### src/rtl/irqc_pkg.sv
package irqc_pkg;
  // Vector byte address: one 32-bit word per interrupt number.
  function automatic logic [17:0] vec_byte_addr(input logic [15:0] num);
    return {num, 2'b00};
  endfunction

  // Execution level of an ordinary line: priority shifted past the NMI level.
  function automatic logic [15:0] line_level(input logic [15:0] prio);
    return prio + 16'd1;
  endfunction
endpackage

### src/rtl/irqc_lines.sv
module irqc_lines #(
  parameter int N_LINES = 8,
  parameter int PRIO_W  = 3
) (
  input  logic                            clk,
  input  logic                            rst_n,
  input  logic [N_LINES-1:0]              trig,
  input  logic [N_LINES-1:0]              arm_set,
  input  logic [N_LINES-1:0]              arm_clr,
  input  logic [N_LINES-1:0]              en_set,
  input  logic [N_LINES-1:0]              en_clr,
  input  logic [N_LINES-1:0]              prio_we,
  input  logic [PRIO_W-1:0]               prio_wdata,
  input  logic [N_LINES-1:0]              pend_clr,
  output logic [N_LINES-1:0]              pend,
  output logic [N_LINES-1:0]              armed,
  output logic [N_LINES-1:0]              enab,
  output logic [N_LINES-1:0][PRIO_W-1:0]  prio
);
  for (genvar i = 0; i < N_LINES; i++) begin : g_line
    always_ff @(posedge clk or negedge rst_n) begin
      if (!rst_n) begin
        pend[i]  <= 1'b0;
        armed[i] <= 1'b0;
        enab[i]  <= 1'b0;
        prio[i]  <= '0;
      end else begin
        // A new trigger wins over a clear in the same cycle.
        pend[i]  <= (pend[i] & ~pend_clr[i]) | trig[i];
        armed[i] <= (armed[i] | arm_set[i]) & ~arm_clr[i];
        enab[i]  <= (enab[i] | en_set[i]) & ~en_clr[i];
        if (prio_we[i]) prio[i] <= prio_wdata;
      end
    end

    assert_en_clr_wins_R7: assert property (@(posedge clk) disable iff (!rst_n)
      (en_set[i] && en_clr[i]) |=> !enab[i]);
    assert_pend_held_R2: assert property (@(posedge clk) disable iff (!rst_n)
      (pend[i] && !pend_clr[i]) |=> pend[i]);
  end
endmodule

### src/rtl/irqc_arb.sv
module irqc_arb #(
  parameter int N_LINES = 8,
  parameter int PRIO_W  = 3,
  localparam int LVL_W  = PRIO_W + 1,
  localparam int IDX_W  = $clog2(N_LINES)
) (
  input  logic [N_LINES-1:0]              pend,
  input  logic [N_LINES-1:0]              armed,
  input  logic [N_LINES-1:0]              enab,
  input  logic [N_LINES-1:0][PRIO_W-1:0]  prio,
  input  logic                            gie,
  input  logic                            nmi_pend,
  input  logic [LVL_W-1:0]                cur_lvl,
  output logic                            req,
  output logic                            is_nmi,
  output logic [IDX_W-1:0]                win_idx,
  output logic [LVL_W-1:0]                win_lvl
);
  import irqc_pkg::*;
  localparam logic [LVL_W-1:0] NMI_LVL = '0;

  logic [N_LINES-1:0] elig;
  logic               line_hit;
  logic [LVL_W-1:0]   best_lvl;
  logic [IDX_W-1:0]   best_idx;

  always_comb begin
    line_hit = 1'b0;
    best_lvl = '1;
    best_idx = '0;
    for (int i = 0; i < N_LINES; i++) begin
      logic [LVL_W-1:0] lv;
      lv = LVL_W'(line_level(16'(prio[i])));
      elig[i] = pend[i] & armed[i] & enab[i] & gie & (lv < cur_lvl);
      // Strict compare keeps the lowest index on a tie.
      if (elig[i] && (!line_hit || lv < best_lvl)) begin
        line_hit = 1'b1;
        best_lvl = lv;
        best_idx = IDX_W'(i);
      end
    end
  end

  logic nmi_ok;
  assign nmi_ok  = nmi_pend && (cur_lvl != NMI_LVL);
  assign req     = nmi_ok | line_hit;
  assign is_nmi  = nmi_ok;
  assign win_idx = best_idx;
  assign win_lvl = nmi_ok ? NMI_LVL : best_lvl;
endmodule

### src/rtl/irqc_nest.sv
module irqc_nest #(
  parameter int PRIO_W = 3,
  localparam int LVL_W = PRIO_W + 1,
  localparam int DEPTH = (1 << PRIO_W) + 1,
  localparam int PTR_W = $clog2(DEPTH + 1),
  localparam logic [LVL_W-1:0] IDLE_LVL = LVL_W'((1 << PRIO_W) + 1)
) (
  input  logic             clk,
  input  logic             rst_n,
  input  logic             push,
  input  logic [LVL_W-1:0] push_lvl,
  input  logic             pop,
  output logic [LVL_W-1:0] cur_lvl,
  output logic [PTR_W-1:0] depth
);
  logic [LVL_W-1:0] slot [DEPTH];
  logic [PTR_W-1:0] ptr;

  always_ff @(posedge clk or negedge rst_n) begin
    if (!rst_n) begin
      ptr <= '0;
    end else if (push) begin
      ptr <= ptr + PTR_W'(1);
    end else if (pop && ptr != '0) begin
      ptr <= ptr - PTR_W'(1);
    end
  end

  always_ff @(posedge clk) begin
    if (push) slot[ptr] <= push_lvl;
  end

  assign cur_lvl = (ptr == '0) ? IDLE_LVL : slot[ptr - PTR_W'(1)];
  assign depth   = ptr;

  assert_nest_strict_R4: assert property (@(posedge clk) disable iff (!rst_n)
    push |-> (push_lvl < cur_lvl));
  assert_no_overflow_R9: assert property (@(posedge clk) disable iff (!rst_n)
    ptr <= PTR_W'(DEPTH));
  assert_pop_restores_R9: assert property (@(posedge clk) disable iff (!rst_n)
    (pop && !push && ptr != '0) |=> (ptr == $past(ptr) - PTR_W'(1)));
endmodule

### src/rtl/irq_prio_ctrl.sv
module irq_prio_ctrl #(
  parameter int N_LINES   = 8,
  parameter int PRIO_W    = 3,
  parameter int NUM_W     = 8,
  parameter int LINE_BASE = 16,
  parameter int NMI_NUM   = 2,
  localparam int LVL_W    = PRIO_W + 1,
  localparam int IDX_W    = $clog2(N_LINES)
) (
  input  logic                 clk,
  input  logic                 rst_n,
  input  logic [N_LINES-1:0]   trig,
  input  logic [N_LINES-1:0]   arm_set,
  input  logic [N_LINES-1:0]   arm_clr,
  input  logic [N_LINES-1:0]   en_set,
  input  logic [N_LINES-1:0]   en_clr,
  input  logic [N_LINES-1:0]   prio_we,
  input  logic [PRIO_W-1:0]    prio_wdata,
  input  logic                 gie_set,
  input  logic                 gie_clr,
  input  logic                 nmi_trig,
  input  logic                 ack,
  input  logic                 eoi,
  output logic                 irq_req,
  output logic                 irq_is_nmi,
  output logic [NUM_W-1:0]     irq_num,
  output logic [NUM_W+1:0]     irq_vec_addr,
  output logic [LVL_W-1:0]     exec_level
);
  import irqc_pkg::*;
  localparam int PTR_W = $clog2((1 << PRIO_W) + 2);

  logic [N_LINES-1:0]             pend, armed, enab, pend_clr;
  logic [N_LINES-1:0][PRIO_W-1:0] prio;
  logic                           gie_q, nmi_pend;
  logic [IDX_W-1:0]               win_idx;
  logic [LVL_W-1:0]               win_lvl;
  logic [PTR_W-1:0]               depth;

  // Named internal events.
  logic take, take_line, take_nmi, quiet;
  assign take      = ack & irq_req;
  assign take_nmi  = take & irq_is_nmi;
  assign take_line = take & ~irq_is_nmi;
  assign pend_clr  = take_line ? (N_LINES'(1) << win_idx) : '0;
  assign quiet     = ~|{trig, arm_set, arm_clr, en_set, en_clr, prio_we,
                        gie_set, gie_clr, nmi_trig, ack, eoi};

  irqc_lines #(.N_LINES(N_LINES), .PRIO_W(PRIO_W)) u_lines (
    .clk, .rst_n, .trig, .arm_set, .arm_clr, .en_set, .en_clr,
    .prio_we, .prio_wdata, .pend_clr, .pend, .armed, .enab, .prio
  );

  always_ff @(posedge clk or negedge rst_n) begin
    if (!rst_n) begin
      gie_q    <= 1'b0;
      nmi_pend <= 1'b0;
    end else begin
      gie_q    <= (gie_q | gie_set) & ~gie_clr;
      nmi_pend <= (nmi_pend & ~take_nmi) | nmi_trig;
    end
  end

  irqc_arb #(.N_LINES(N_LINES), .PRIO_W(PRIO_W)) u_arb (
    .pend, .armed, .enab, .prio, .gie(gie_q), .nmi_pend,
    .cur_lvl(exec_level), .req(irq_req), .is_nmi(irq_is_nmi),
    .win_idx, .win_lvl
  );

  irqc_nest #(.PRIO_W(PRIO_W)) u_nest (
    .clk, .rst_n, .push(take), .push_lvl(win_lvl), .pop(eoi),
    .cur_lvl(exec_level), .depth
  );

  assign irq_num      = irq_is_nmi ? NUM_W'(NMI_NUM)
                                   : NUM_W'(LINE_BASE) + NUM_W'(win_idx);
  assign irq_vec_addr = (NUM_W+2)'(vec_byte_addr(16'(irq_num)));

  assert_gates_R1: assert property (@(posedge clk) disable iff (!rst_n)
    (irq_req && !irq_is_nmi) |-> (gie_q && pend[win_idx] && armed[win_idx] && enab[win_idx]));
  assert_preempt_R4: assert property (@(posedge clk) disable iff (!rst_n)
    irq_req |-> (win_lvl < exec_level));
  assert_nmi_bypass_R6: assert property (@(posedge clk) disable iff (!rst_n)
    (nmi_pend && exec_level != '0) |-> (irq_req && irq_is_nmi));
  assert_ack_level_R8: assert property (@(posedge clk) disable iff (!rst_n)
    take |=> (exec_level == $past(win_lvl)));
  assert_ack_clears_R8: assert property (@(posedge clk) disable iff (!rst_n)
    (take_line && !trig[win_idx]) |=> !pend[$past(win_idx)]);
  assert_stable_R11: assert property (@(posedge clk) disable iff (!rst_n)
    (irq_req && quiet) |=> (irq_req && $stable(irq_num)));
endmodule

### config.mk
export PLATFORM = sky130hd
export DESIGN_NAME = irq_prio_ctrl
export DESIGN_NICKNAME = d
export VERILOG_FILES = /design/src/rtl/irqc_pkg.sv /design/src/rtl/irqc_lines.sv /design/src/rtl/irqc_arb.sv /design/src/rtl/irqc_nest.sv /design/src/rtl/irq_prio_ctrl.sv
export SDC_FILE = /design/constraint.sdc
export NUM_CORES = 1
export LEC_CHECK = 0
export CORE_ASPECT_RATIO = 1.4
export CORE_MARGIN = 3
export CORE_UTILIZATION = 51
export DETAILED_ROUTE_END_ITERATION = 12
export PLACE_DENSITY = 0.78
export SYNTH_ARGS = -nofsm -noshare
export SYNTH_HDL_FRONTEND = slang
export SYNTH_SLANG_ARGS = --single-unit
### constraint.sdc
create_clock -name clk -period 18.5 [get_ports clk]
set_input_delay 4.625 -clock clk [delete_from_list [all_inputs] [get_ports clk]]
set_output_delay 4.625 -clock clk [all_outputs]
set_load 0.01 [all_outputs]
==> out/results.ini, run 1 <==
[global_routing]
gr-total-overflow=0
grt_pass1_vias=5385
grt_pass1_wl_um=26610
grt_usage=0.2519
grt_start_max_net_pins=55
antenna_found_initial=0

[cells_and_area]
fin_util=0.7002
layout.nets=825
design_area_mm2=0.008060
antenna_cells=0
stdcell_count=867
drive_above_1_share=0.2988
syn2layout_area_growth_pct=31.98
n_fill_cell=819

[sta]
worst_slew_pin_slew_ns=0.9219
setup_viol=4
setup_tns_ns=-0.2418
whs_ns=0.4957
min_period_ns=18.57
maxSlewViolCount=0
fmaxAchievable_ghz=0.05385
period_share=1.004
fin_ws_ns=-0.06923
relSlewSlack=0.3803
clock_skew_ns=0.01046
hold_viol=0
rsz0062_at_grt=true

[setup_path]
critPathMaxFanout=6
r2r_slack_ns=4.20
worstReg2RegStart=u_nest.depth[1]$_DFFE_PN0P_
ff2ff_path_depth=68
crit_required_ns=13.88
cp-end-kind=output pin
max_stage_delay_ns=0.56
start_kind=flip-flop
arrival_ns=13.94
critical_path_class=reg -> out
cpMostUsedCell=a21o_1
startpoint=u_nest.depth[1]$_DFFE_PN0P_
regToRegEndpoint=u_nest.slot[3][2]$_DFFE_PP_
crit_path_end=irq_vec_addr[2]
crit_slowest_cell=or4_4

[route]
drc=0
via_per_inst=6.277
dr_total_vias=5442
first_pass_iters=6
drt_iter0_markers=350
final_antenna_net_count=0
detail_route.wl_per_cell_um=20.73
routed_wl_um=17970

[pwr]
peakVddDrop_mv=0.08157
p_leak_nw=3.362
p_per_area_mw_per_mm2=159.8

[clocking]
clk_latency_ns=0.35
h-tree-depth=3
cts_root_buf=clkbuf_16
ctsLongestPathBuffers=2
clk_pin_slew_ns=0.07
cts_buffers=9
cts.sinks=90
cts_tree=yes

[synthesis]
synth-seq-cells=90
synth_edf_count=36
ys_warn_count=0
yosysUniqueCellTypes=85
ys_top_cells_by_count=nor2_1, dfrtp_1, ha_1
synth.avg_cell_area_um2=10.40
ys_seq_area_frac=0.3983
yosysMostFrequentCell=nor2_1
netlist_area_mm2=0.006107
synth_top_area_frac=0.2213
syn_inst=587
synth.area.top_cells=dfrtp_1, edfxtp_1, ha_1
synth_ff_type=dfrtp_1
ys_async_sr_fraction=0.6000
synth_top_area_cell=dfrtp_1

[die]
die_h_um=135.5
rows=46
boundaryPins=82
dieArea_mm2=0.01334
start_util=0.5305
coreArea_mm2=0.01151
die_x_um=98.49

[place]
place_inst=805
portBuffers=71
place_congestion=0.9666
place_area_mm2=0.006987
dp_hpwl_um=12610

[run_status]
violations=negative setup slack
run_status=finished, violations left

[job]
maxCapViolations=0

[min_path]
hp-class=reg -> reg

layout by cell type, fill, tap and decap left out, types with 7 or more instances in the layout:
cell             count
nand4_1              9
mux4_2               8
clkbuf_16            9
o21ai_0             14
nand2_1             36
ha_1                37
o211ai_1             7
buf_4               66
and2_1               7
conb_1              10
inv_1               23
and3_1              10
a21o_1              11
mux2_2              20
dfrtp_1             54
clkdlybuf4s50_1     64
edfxtp_1            36
o21a_1               7
nand2b_1             8
ha_4                10
nor2_1              65
a21oi_2             10
nand3_1             11
a21oi_1             14
report_power, final:
group,internal (W),leakage (nW),switching [W],total [W]
registers,0.000253,0.953,0.0000180,0.000271
logic,0.000365,2.26,0.000465,0.000829
clock network,0.000107,0.150,0.0000805,0.000188
total,0.000725,3.36,0.000563,0.00129
worst min path at each step:
stage	from	endpoint	slack, ns	depth (start not counted)
5_1_grt	nmi_pend$_DFF_PN0_	nmi_pend$_DFF_PN0_	0.49	1
4_1_cts	nmi_pend$_DFF_PN0_	nmi_pend$_DFF_PN0_	0.49	1
3_5_place_dp	nmi_pend$_DFF_PN0_	nmi_pend$_DFF_PN0_	0.48	1
6_report	nmi_pend$_DFF_PN0_	nmi_pend$_DFF_PN0_	0.50	1
2_1_floorplan	nmi_pend$_DFF_PN0_	nmi_pend$_DFF_PN0_	0.45	1
3_3_place_gp	nmi_pend$_DFF_PN0_	nmi_pend$_DFF_PN0_	0.46	1
registers in the layout, summed over array words and instances (netlist names):
signal	count
gie_q	1
nmi_pend	1
u_lines.armed	8
u_lines.enab	8
u_lines.pend	8
u_lines.prio	24
u_nest.depth	4
u_nest.slot	36
repair_timing:
item                       CTS  global route
hold buffers                 0             0
setup endpoints to repair    6             6
resized for setup           19            90
pin swaps                   10            53
gates cloned                 0             0
buffers inserted            10            37
kinds of logic after synthesis:
group | after synthesis | synth area share
AOI/OAI and AO/OA | 143 | 0.1772
xor gates and xnor gates | 12 | 0.02028
adders and majority gates | 50 | 0.1022
buffers and inverters | 59 | 0.05388
DFF | 90 | 0.3983
muxes | 38 | 0.08646
other | 1 | 0.0006140
and+or+nand+nor | 194 | 0.1610
metal layers:
metal | GRT usage | vias to the layer above | wire, um
met4 | 0.1390 | 0 | 979
met2 | 0.4571 | 277 | 9290
li1 | - | 2446 | -
met1 | 0.2768 | 2635 | 6552
met5 | 0 | - | 0
met3 | 0.04328 | 84 | 1152
worst max-delay path, delay by kind of cell, from the launching register on:
family | cells | cell delay (ns)
AOI/OAI and AO/OA | 31 | 5.52
adders and majority gates | 8 | 1.99
buffers and inverters | 8 | 1.06
DFF | 1 | 0.41
muxes | 3 | 0.90
and+or+nand+nor | 19 | 3.72
stage by stage:
stage                     total power (W)  worst slack [ns]
after global routing             0.001364           -0.5164
final                            0.001288          -0.06923
after CTS                        0.001176          -0.06621
after global placement          0.0009573          -0.06901
after floorplan                 0.0007382          0.008526
after detailed placement        0.0009733           -0.5241
final cells by class:
cell class / count / area, um2 / share of cell area
clock buffer: 10 / 229.0 / 0.02841
clock inverter: 6 / 72.57 / 0.009003
multi-input combinational: 447 / 3817 / 0.4736
timing repair buffer: 141 / 1220 / 0.1514
inverter: 29 / 108.9 / 0.01351
sequential: 90 / 2432 / 0.3018
tap: 144 / 180.2 / 0.02235
No activity file was read; power rests on OpenSTA's default activity.
==> inputs of run 2 (changes only) <==
--- a/config.mk
+++ b/config.mk
@@ -9,7 +9,9 @@
 export CORE_MARGIN = 3
 export CORE_UTILIZATION = 51
 export DETAILED_ROUTE_END_ITERATION = 12
+export MAX_ROUTING_LAYER = met4
 export PLACE_DENSITY = 0.78
+export RECOVER_POWER = 50
 export SYNTH_ARGS = -nofsm -noshare
 export SYNTH_HDL_FRONTEND = slang
 export SYNTH_SLANG_ARGS = --single-unit
==> out/results.ini, run 2 (synthesis results as in run 1) <==
[run_status]
run_status=finished, violations left
violations=max-capacitance violations, max-slew violations

[sta]
setup_tns_ns=0  ; +0.2418 ns
setup_viol=0  ; -4
clock_skew_ns=0.008040  ; -0.002421 ns
worst_slew_pin_slew_ns=2.959  ; +2.038 ns
period_share=0.9852  ; -0.01851
min_period_ns=18.23  ; -0.3424 ns
hold_viol=0  ; unchanged
fmaxAchievable_ghz=0.05486  ; +1.9%
rsz0062_at_grt=true
relSlewSlack=-0.9730  ; -1.353
maxSlewViolCount=55  ; +55

[cells_and_area]
top_regs=u_nest.slot: 36 flops, u_lines.prio: 24 flops
largest_reg_flops=36  ; unchanged
final_common_cell=nor2_1
antenna_cells=0  ; unchanged
final_cell_mix=nor2_1, buf_4, dfrtp_1
largest-register=u_nest.slot
layout.nets=820  ; -0.61%
drive_above_1_share=0.2841  ; -0.01463
fin_util=0.6940  ; -0.006195
syn2layout_area_growth_pct=30.81

[route]
drc=0  ; unchanged
via_per_inst=6.139  ; -2.2%
dr_total_vias=5292  ; -2.8%
first_pass_iters=5  ; -1
drt_iter0_markers=394  ; +13%
final_antenna_net_count=0  ; unchanged
routed_wl_um=17790  ; -1.0%
detail_route.wl_per_cell_um=20.64  ; -0.46%

[setup_path]
crit_required_ns=13.88  ; about the same
worstReg2RegStart=u_nest.depth[1]$_DFFE_PN0P_
r2r_slack_ns=4.43  ; +0.23 ns
crit_slowest_cell=or4b_4
max_stage_delay_ns=0.50  ; -0.06 ns
arrival_ns=13.60  ; -0.34 ns
cpMostUsedCell=a21o_1
start_kind=flip-flop
critPathMaxFanout=8  ; +2
crit_buf_inv=7  ; -1
regToRegEndpoint=u_nest.slot[8][2]$_DFFE_PP_
critPathTopFamily=compound AO/OA/AOI/OAI gates
critical_path_class=reg -> out
ff2ff_path_depth=70  ; +2.9%
cp-end-kind=output pin

[global_routing]
grt_busiest_layer=met2
grt_pass1_wl_um=27300  ; +2.6%
met2_usage=0.4605  ; +0.003386
grt_usage=0.2701  ; +0.01820
antenna_found_initial=0  ; unchanged
grt_pass1_vias=5292  ; -1.7%
met1_usage=0.3137  ; +0.03694
grt_start_max_net_pins=55  ; unchanged
grtUsageMet3=0.04431  ; +0.001030
gr-total-overflow=0  ; unchanged

[clocking]
h-tree-depth=3  ; unchanged
cts_tree=yes
clk_latency_ns=0.35  ; about the same
ctsLongestPathBuffers=2  ; unchanged
cts.sinks=90  ; unchanged
clk_pin_slew_ns=0.08  ; about the same
cts_root_buf=clkbuf_16
cts_buffers=9  ; unchanged

[min_path]
hp-start=nmi_pend$_DFF_PN0_
hp-class=reg -> reg
hold_depth=1  ; unchanged
hold_end=nmi_pend$_DFF_PN0_

[job]
maxCapViolations=1  ; +1

[die]
die_x_um=98.49  ; unchanged
coreArea_mm2=0.01151  ; unchanged
boundaryPins=82  ; unchanged
dieArea_mm2=0.01334  ; unchanged
rows=46  ; unchanged
die_h_um=135.5  ; unchanged
start_util=0.5305  ; unchanged

[pwr]
p_int_w=0.0006963  ; -3.9%
peakVddDrop_mv=0.08798  ; +7.9%
p_per_area_mw_per_mm2=157.3  ; -1.5%
p_clk_frac=0.149  ; +0.003
seq_power_share=0.215  ; +0.005
p_sw_frac=0.4460  ; +0.008630
combPwrFrac=0.636  ; -0.008
power.switching_w=0.0005606  ; -0.48%
p_leak_nw=3.314  ; -1.4%

[place]
portBuffers=71  ; unchanged
place_congestion=0.9558  ; -1.1%
dp_hpwl_um=13140  ; +4.2%

[run 2: changes by cell type in the layout (fill, tap and decap cells not counted), sizes merged]
cell	before	now
buf	75	70
bufinv	1	0
clkbuf	12	11
clkdlybuf4s50	64	43
clkinv	1	3
dlygate4sd3	0	21
[run 2: stage by stage]
stage                     instance area (um2)   power, W  worst slack (ns)  hold slack, ns  std cells
final                                    7989   0.001257            0.2732          0.4819        862
after global routing                     7989   0.001332           -0.3376          0.5036        862
after CTS                                7488   0.001182           0.06255          0.4866        839
after detailed placement                 7024  0.0009872           -0.4338          0.4719        810
after global placement                   7024  0.0009670           -0.1231          0.4655        810
after floorplan                          6141  0.0007382          0.008526          0.4490        596
[run 2: cell type report]
class | instances | area (um2)
Inverter | 29 | 108.9
Timing Repair Buffer | 136 | 1167
Sequential cell | 90 | 2432
Clock buffer | 9 | 225.2
Clock inverter | 7 | 76.32
Multi-Input combinational cell | 447 | 3799
Fill cell | 880 | 3522
Tap cell | 144 | 180.2
[run 2: routing by layer]
| layer | routed length, um | vias up |
|---|---|---|
| met1 | 6859 | 2569 |
| met2 | 9173 | 214 |
| met3 | 967 | 71 |
| met5 | 0 | - |
| li1 | - | 2438 |
| met4 | 789 | 0 |
[run 2: power by group through the flow]
stage                     registers [W]  clock network [W]  logic, W
final                          0.000270           0.000187  0.000800
after global routing           0.000273           0.000198  0.000861
after CTS                      0.000269           0.000189  0.000724
after detailed placement       0.000274                  0  0.000713
after global placement         0.000272                  0  0.000695
after floorplan                0.000267                  0  0.000471
[run 2: worst reg2reg max path, delay by kind of cell (launching register included)]
kind	cells	cell delay (ns)
buffers and inverters	8	1.09
muxes	3	0.86
AOI/OAI and AO/OA	31	5.81
DFF	1	0.40
and+or+nand+nor	20	3.62
adders and majority gates	8	1.98
[run 2: how the worst max path moves through the flow]
stage	startpoint	to	slack [ns]	depth (start not counted)
after global placement	u_nest.depth[0]$_DFFE_PN0P_	irq_vec_addr[4]	-0.12	63
after floorplan	u_nest.depth[0]$_DFFE_PN0P_	irq_vec_addr[4]	0.009	73
after global routing	u_nest.depth[1]$_DFFE_PN0P_	irq_vec_addr[4]	-0.34	69
final	u_nest.depth[1]$_DFFE_PN0P_	irq_vec_addr[4]	0.27	69
after detailed placement	u_nest.depth[0]$_DFFE_PN0P_	irq_vec_addr[4]	-0.43	65
after CTS	u_nest.depth[0]$_DFFE_PN0P_	irq_vec_addr[4]	0.06	67
[run 2: repair_timing]
item                                    in CTS  in global routing
pin swaps                                    9                 31
buffers inserted                            13                 23
endpoints found under the setup margin       6                  6
endpoints found under the hold margin        0                  0
hold buffers                                 0                  0
gates resized for setup                     24                 75
cloned                                       0                  0
